===== config.mk =====
export PLATFORM = sky130hd
export DESIGN_NAME = stagger_on_seq
export DESIGN_NICKNAME = d
export VERILOG_FILES = /design/src/rtl/stagger_pkg.sv /design/src/rtl/stagger_ctrl.sv /design/src/rtl/stagger_dp.sv /design/src/rtl/stagger_on_seq.sv
export SDC_FILE = /design/constraint.sdc
export NUM_CORES = 1
export LEC_CHECK = 0
export ABC_AREA = 1
export BUFFER_PORTS_ARGS = -buffer_cell sky130_fd_sc_hd__buf_2
export CAP_MARGIN = 20
export CORE_MARGIN = 4
export CORE_UTILIZATION = 35
export CTS_BUF_LIST = sky130_fd_sc_hd__clkbuf_2 sky130_fd_sc_hd__clkbuf_4 sky130_fd_sc_hd__clkbuf_8
export DETAILED_ROUTE_END_ITERATION = 8
export PLACE_DENSITY = 0.83
export SLEW_MARGIN = 20
export SYNTH_ARGS = -nofsm -noshare
export SYNTH_HDL_FRONTEND = slang
export SYNTH_SLANG_ARGS = --single-unit

===== constraint.sdc =====
create_clock -name clk -period 1.4 [get_ports clk]
set_clock_uncertainty 0.2 [all_clocks]
set_input_delay 0.35 -clock clk [delete_from_list [all_inputs] [get_ports clk]]
set_output_delay 0.35 -clock clk [all_outputs]
set_load 0.05 [all_outputs]

===== src/rtl/stagger_pkg.sv =====
package stagger_pkg;
  // Strobes from the tick control to the release datapath
  typedef struct packed {
    logic clear;    // enable deasserted: restart at position 1
    logic advance;  // one step length elapsed with enable asserted
  } stepStrobe_t;
endpackage


===== src/rtl/stagger_ctrl.sv =====
module stagger_ctrl
  import stagger_pkg::*;
#(
  parameter int STEP_TICKS = 4
) (
  input  logic        clk,
  input  logic        rstN,
  input  logic        enN,
  output stepStrobe_t strobe
);
  localparam int TICK_W = $clog2(STEP_TICKS + 1);
  localparam logic [TICK_W-1:0] LAST_TICK = TICK_W'(STEP_TICKS - 1);

  logic [TICK_W-1:0] tickCnt;
  logic stepDone;

  assign stepDone = (tickCnt == LAST_TICK);

  always_ff @(posedge clk) begin
    if (!rstN) begin
      tickCnt <= '0;
    end else if (enN || stepDone) begin
      tickCnt <= '0;
    end else begin
      tickCnt <= tickCnt + 1'b1;
    end
  end

  always_comb begin
    strobe.clear   = enN;
    strobe.advance = !enN && stepDone;
  end
endmodule


===== src/rtl/stagger_dp.sv =====
module stagger_dp
  import stagger_pkg::*;
#(
  parameter int NUM_POS = 8
) (
  input  logic               clk,
  input  logic               rstN,
  input  stepStrobe_t        strobe,
  input  logic               enN,
  input  logic               bypass,
  input  logic [NUM_POS-1:0] redData,
  input  logic [NUM_POS-1:0] grnData,
  input  logic [NUM_POS-1:0] bluData,
  output logic [NUM_POS-1:0] redOn,
  output logic [NUM_POS-1:0] grnOn,
  output logic [NUM_POS-1:0] bluOn
);
  localparam int POS_W = (NUM_POS > 1) ? $clog2(NUM_POS) : 1;
  localparam logic [POS_W-1:0] LAST_POS = POS_W'(NUM_POS - 1);

  logic [POS_W-1:0]   stepCnt;
  logic [NUM_POS-1:0] releaseMask;
  logic [NUM_POS-1:0] gate;

  always_ff @(posedge clk) begin
    if (!rstN || strobe.clear) begin
      stepCnt <= '0;
    end else if (strobe.advance && (stepCnt != LAST_POS)) begin
      stepCnt <= stepCnt + 1'b1;
    end
  end

  // Thermometer release: position p opens once p steps have elapsed
  for (genvar p = 0; p < NUM_POS; p++) begin : gPos
    if (p == 0) begin : gFirst
      assign releaseMask[p] = 1'b1;
    end else begin : gLater
      assign releaseMask[p] = bypass || (stepCnt >= POS_W'(p));
    end
    assign gate[p]  = releaseMask[p] && !enN;
    assign redOn[p] = gate[p] && redData[p];
    assign grnOn[p] = gate[p] && grnData[p];
    assign bluOn[p] = gate[p] && bluData[p];
  end
endmodule


===== src/rtl/stagger_on_seq.sv =====
module stagger_on_seq
  import stagger_pkg::*;
#(
  parameter int NUM_POS    = 8,
  parameter int STEP_TICKS = 4
) (
  input  logic               clk,
  input  logic               rstN,
  input  logic               enN,
  input  logic               bypass,
  input  logic [NUM_POS-1:0] redData,
  input  logic [NUM_POS-1:0] grnData,
  input  logic [NUM_POS-1:0] bluData,
  output logic [NUM_POS-1:0] redOn,
  output logic [NUM_POS-1:0] grnOn,
  output logic [NUM_POS-1:0] bluOn
);
  stepStrobe_t strobe;

  stagger_ctrl #(.STEP_TICKS(STEP_TICKS)) uCtrl (
    .clk(clk), .rstN(rstN), .enN(enN), .strobe(strobe)
  );

  stagger_dp #(.NUM_POS(NUM_POS)) uDp (
    .clk(clk), .rstN(rstN), .strobe(strobe), .enN(enN), .bypass(bypass),
    .redData(redData), .grnData(grnData), .bluData(bluData),
    .redOn(redOn), .grnOn(grnOn), .bluOn(bluOn)
  );
endmodule


==> results of run 1 <==
through the flow:
stage	setup TNS [ns]	setup WS (ns)	utilization	hold WS (ns)	instance area (um^2)
floorplan	-3.68	-0.291	-	0.199	810
global placement	-6.53	-0.348	0.749	0.208	1170
detailed placement	-6.98	-0.379	0.749	0.253	1170
CTS	-9.32	-0.570	0.956	0.179	1490
timing repair:
| item | CTS |
|---|---|
| buffers inserted | 4 |
| endpoints found under the setup margin | 26 |
| hold buffers | 0 |
| resized for setup | 77 |
| cloned | 0 |
| pin swaps | 14 |
cells by family after synthesis:
group	after synthesis
AOI/OAI and AO/OA	3
adders and majority gates	6
buffers and inverters	34
DFF	6
and+or+nand+nor	61
==> flow_summary.yaml, run 1 <==
yosys:
  syn_nets: 144
  synth.most_common_cell: "nor2_1"
  synth.area.top_cells: "nor2_1 21%, dfxtp_1 20%, inv_1 20%"
  synth_commonest_cells: "34 x nor2_1, 32 x inv_1, 14 x nand2_1"
  synthAdderAreaFrac: 0.124
  syn_area_per_cell_um2: 5.48
  synth-async-reset-ratio: 0
  synth.distinct_cells: 13
  synth.largest_area_cell: "nor2_1"
  synth_top_area_share: 0.212
  synthFlopType: "dfxtp_1"
  synth_compound_area_frac: 0.0373
  ys_ff_latch: 6
  synth_top_family_by_area: "simple AND/OR/NAND/NOR gates"
  synthXorXnorAreaFrac: 0
  netlist_instances: 110
  synth_warnings: 0
  yosysSeqAreaShare: 0.199
  synth-edff-count: 0
  yosys.area_share.simple: 0.423
  syn-cell-area_um2: 603
  muxShareOfSynthArea: 0
outcome:
  haltStage: "5_1_grt"
  status: "did not finish"
  stop_error: "[ERROR DPL-0038] Utilization greater than 100%, impossible to legalize"
clock_tree:
  clk_path_buf_depth: 2
  cts-buffers-inserted: 3
  clock_sinks: 6
  root_buffer: "clkbuf_4"
  cts_max_level: 1
placement:
  place.port_buffers: 51
  dp_cells: 188
  place.gp.congestion: 0.710
  dp_hpwl_um: 1720
sta:
  endpoint_type: "primary output"
  grt-worst-endpoint: "bluOn[1]"
floorplanning:
  die_w_um: 49.5
  initial_core_util: 0.387
  die_y_um: 49.5
  num_rows: 14
  pin_count: 52
global_routing:
  grt_max_degree: 9
==> run 2: changes to the inputs <==
Settings changed: CORE_AREA set to 4 4 65 67, CORE_MARGIN 4 to unset, CORE_UTILIZATION 35 to unset, CTS_BUF_LIST sky130_fd_sc_hd__clkbuf_2 sky130_fd_sc_hd__clkbuf_4 sky130_fd_sc_hd__clkbuf_8 to unset, DIE_AREA set to 0 0 69 71, PLACE_DENSITY 0.83 to unset, PLACE_DENSITY_LB_ADDON set to 0.15.
Clock period 1.4 ns to 1.8 ns, I/O delays scaled along.
==> flow_summary.yaml, run 2 <==
final_layout:
  area_growth_pct: 136
  final_common_cell: "inv_1"
  drive_gt1_frac: 0.633
  nNetsFinal: 213
  final_cell_mix: "30 x inv_1, 29 x buf_2, 19 x buf_6"
  reg_top3: "uCtrl.tickCnt: 3 flops, uDp.stepCnt: 3 flops"
  finalNonFillerCells: 225
  antennaDiodeCount: 0
yosys:
  synth.most_common_cell: "nor2_1"
  synth.largest_area_cell: "nor2_1"
  synth_commonest_cells: "34 x nor2_1, 32 x inv_1, 14 x nand2_1"
  yosysSeqAreaShare: 0.199
  synthFlopType: "dfxtp_1"
  synth.area.top_cells: "nor2_1 21%, dfxtp_1 20%, inv_1 20%"
  ys_ff_latch: 6
  syn_nets: 144
  synth-async-reset-ratio: 0
  synth.distinct_cells: 13
  synth_top_area_share: 0.212
  synth-edff-count: 0
  syn_area_per_cell_um2: 5.48
  netlist_instances: 110
  syn-cell-area_um2: 603
  synth_warnings: 0
global_routing:
  antenna_found_initial: 0
  grt_usage: 0.0829
  grt_max_degree: 9
  grt_pass1_wl_um: 3370
  first_global_vias: 825
  grt-ovfl-total: 0
sta:
  fmax_mhz: 490
  rsz0062_at_grt: "yes"
  drv_slew: 0
  min_period_ns: 2.04
  maxSlewHeadroom: 0.833
  setup_viol: 21
  period_share: 1.13
  worst_pin_slew_ns: 0.253
  finalHoldViolCount: 0
  finalSetupTns_ns: -2.62
  finalWorstSetupSlack_ns: -0.242
floorplanning:
  num_rows: 22
  pin_count: 52
  die_area_mm2: 0.00490
  core_area_mm2: 0.00363
  die_y_um: 71
  initial_core_util: 0.166
  die_w_um: 69
clock_tree:
  cts_tree: "built"
  path_clk_slew_ns: 0.04
  clk_path_buf_depth: 2
  clock_latency_ns: 0.22
  root_buffer: "clkbuf_8"
  cts_max_level: 1
  ctsHoldBuffers: 0
  cts-buffers-inserted: 3
  clock_sinks: 6
routing:
  wire_per_inst_um: 9.20
  drc: 0
  final_antenna_net_count: 0
  dr.first_iter.drc_count: 12
  drt_first_pass_iters: 4
  routed_via_density: 3.86
  via_count: 869
  wirelength_um: 2070
flow_run:
  cap_violations: 0
worst_setup_path:
  r2r_start: "uDp.stepCnt[0]$_SDFFE_PP0P_"
  cp-end-kind: "primary output"
  crit_path_max_fanout: 4
  crit_start: "uDp.stepCnt[0]$_SDFFE_PP0P_"
  critical_path_class: "reg2out"
  crit_required_ns: 1.15
  critPathArrivalTime_ns: 1.39
  cp-start-kind: "flip-flop"
power:
  power_per_cell_area_mw_per_mm2: 417
  p_leak_nw: 0.751
  peakVddDrop_mv: 0.315
  power.total_w: 0.000593
placement:
  dp_hpwl_um: 1640
  place.gp.congestion: 0.741
  place.port_buffers: 51
  dp_cells: 218
outcome:
  violations: "negative setup slack"
  status: "finished, violations left"
min_path:
  hold_start: "uCtrl.tickCnt[0]$_SDFF_PP0_"
  hold_path_class: "reg2reg"
run 2: cell counts after synthesis:
No cell type changed its count.
run 2: critical path, stage by stage (launching register included):
cell and delay, ns:
dfxtp_4 0.35, ha_4 0.17, ha_4 0.15, nor2_1 0.09, nand2_1 0.10, nand2_4 0.11
nor2_4 0.04, buf_8 0.14
run 2: stage by stage:
step	utilization	cell area [um^2]	worst slack (ns)	hold slack, ns
floorplan	-	723	-0.150	0.199
global placement	0.304	1110	-0.0793	0.210
detailed placement	0.304	1110	-0.100	0.221
CTS	0.380	1380	-0.231	0.226
global route	0.392	1420	-0.311	0.254
finish	0.392	1420	-0.242	0.217
run 2: layer usage:
metal	track usage	routed length, um	vias to the layer above
met5	0	0	-
met4	0.0260	16	0
met3	0.0241	166	2
met2	0.168	1110	39
met1	0.0789	781	376
li1	-	-	452
run 2: logic make-up after synthesis:
| group | after synthesis | synth area share |
|---|---|---|
| adder cells (fa/ha/maj) | 6 | 0.124 |
| AO/OA/AOI/OAI | 3 | 0.0373 |
| flip-flops | 6 | 0.199 |
| buffers and inverters | 34 | 0.216 |
| AND/OR/NAND/NOR | 61 | 0.423 |
run 2: final timing paths:
kind,end,slack (ns),depth (start not counted)
setup / recovery,redOn[7],-0.24,7
setup reg to reg,uDp.stepCnt[0]$_SDFFE_PP0P_,0.21,10
hold / removal,uCtrl.tickCnt[0]$_SDFF_PP0_,0.22,1
hold reg to reg,uCtrl.tickCnt[0]$_SDFF_PP0_,0.22,1
run 2: repair_timing:
| item | in CTS | in global routing |
|---|---|---|
| buffers inserted | 2 | 2 |
| pin swaps | 9 | 5 |
| setup endpoints to repair | 21 | 22 |
| cloned | 0 | 0 |
| resized for setup | 65 | 9 |
run 2: where the power goes:
group	internal (W)	total, W	switching [W]	leakage (nW)
clock	0.000144	0.000200	0.0000561	0.0216
sequential	0.000132	0.000133	0.00000135	0.0511
combinational	0.0000958	0.000260	0.000164	0.679
total	0.000371	0.000593	0.000222	0.751
run 2: layout make-up:
type                            count  area, um^2
Clock buffer                        3        41.3
Sequential cell                     6         131
Timing Repair Buffer               64         517
Multi-Input combinational cell     70         543
Fill cell                         380        2210
Inverter                           34         130
Tap cell                           48        60.1
No activity file was read; power rests on OpenSTA's default activity.
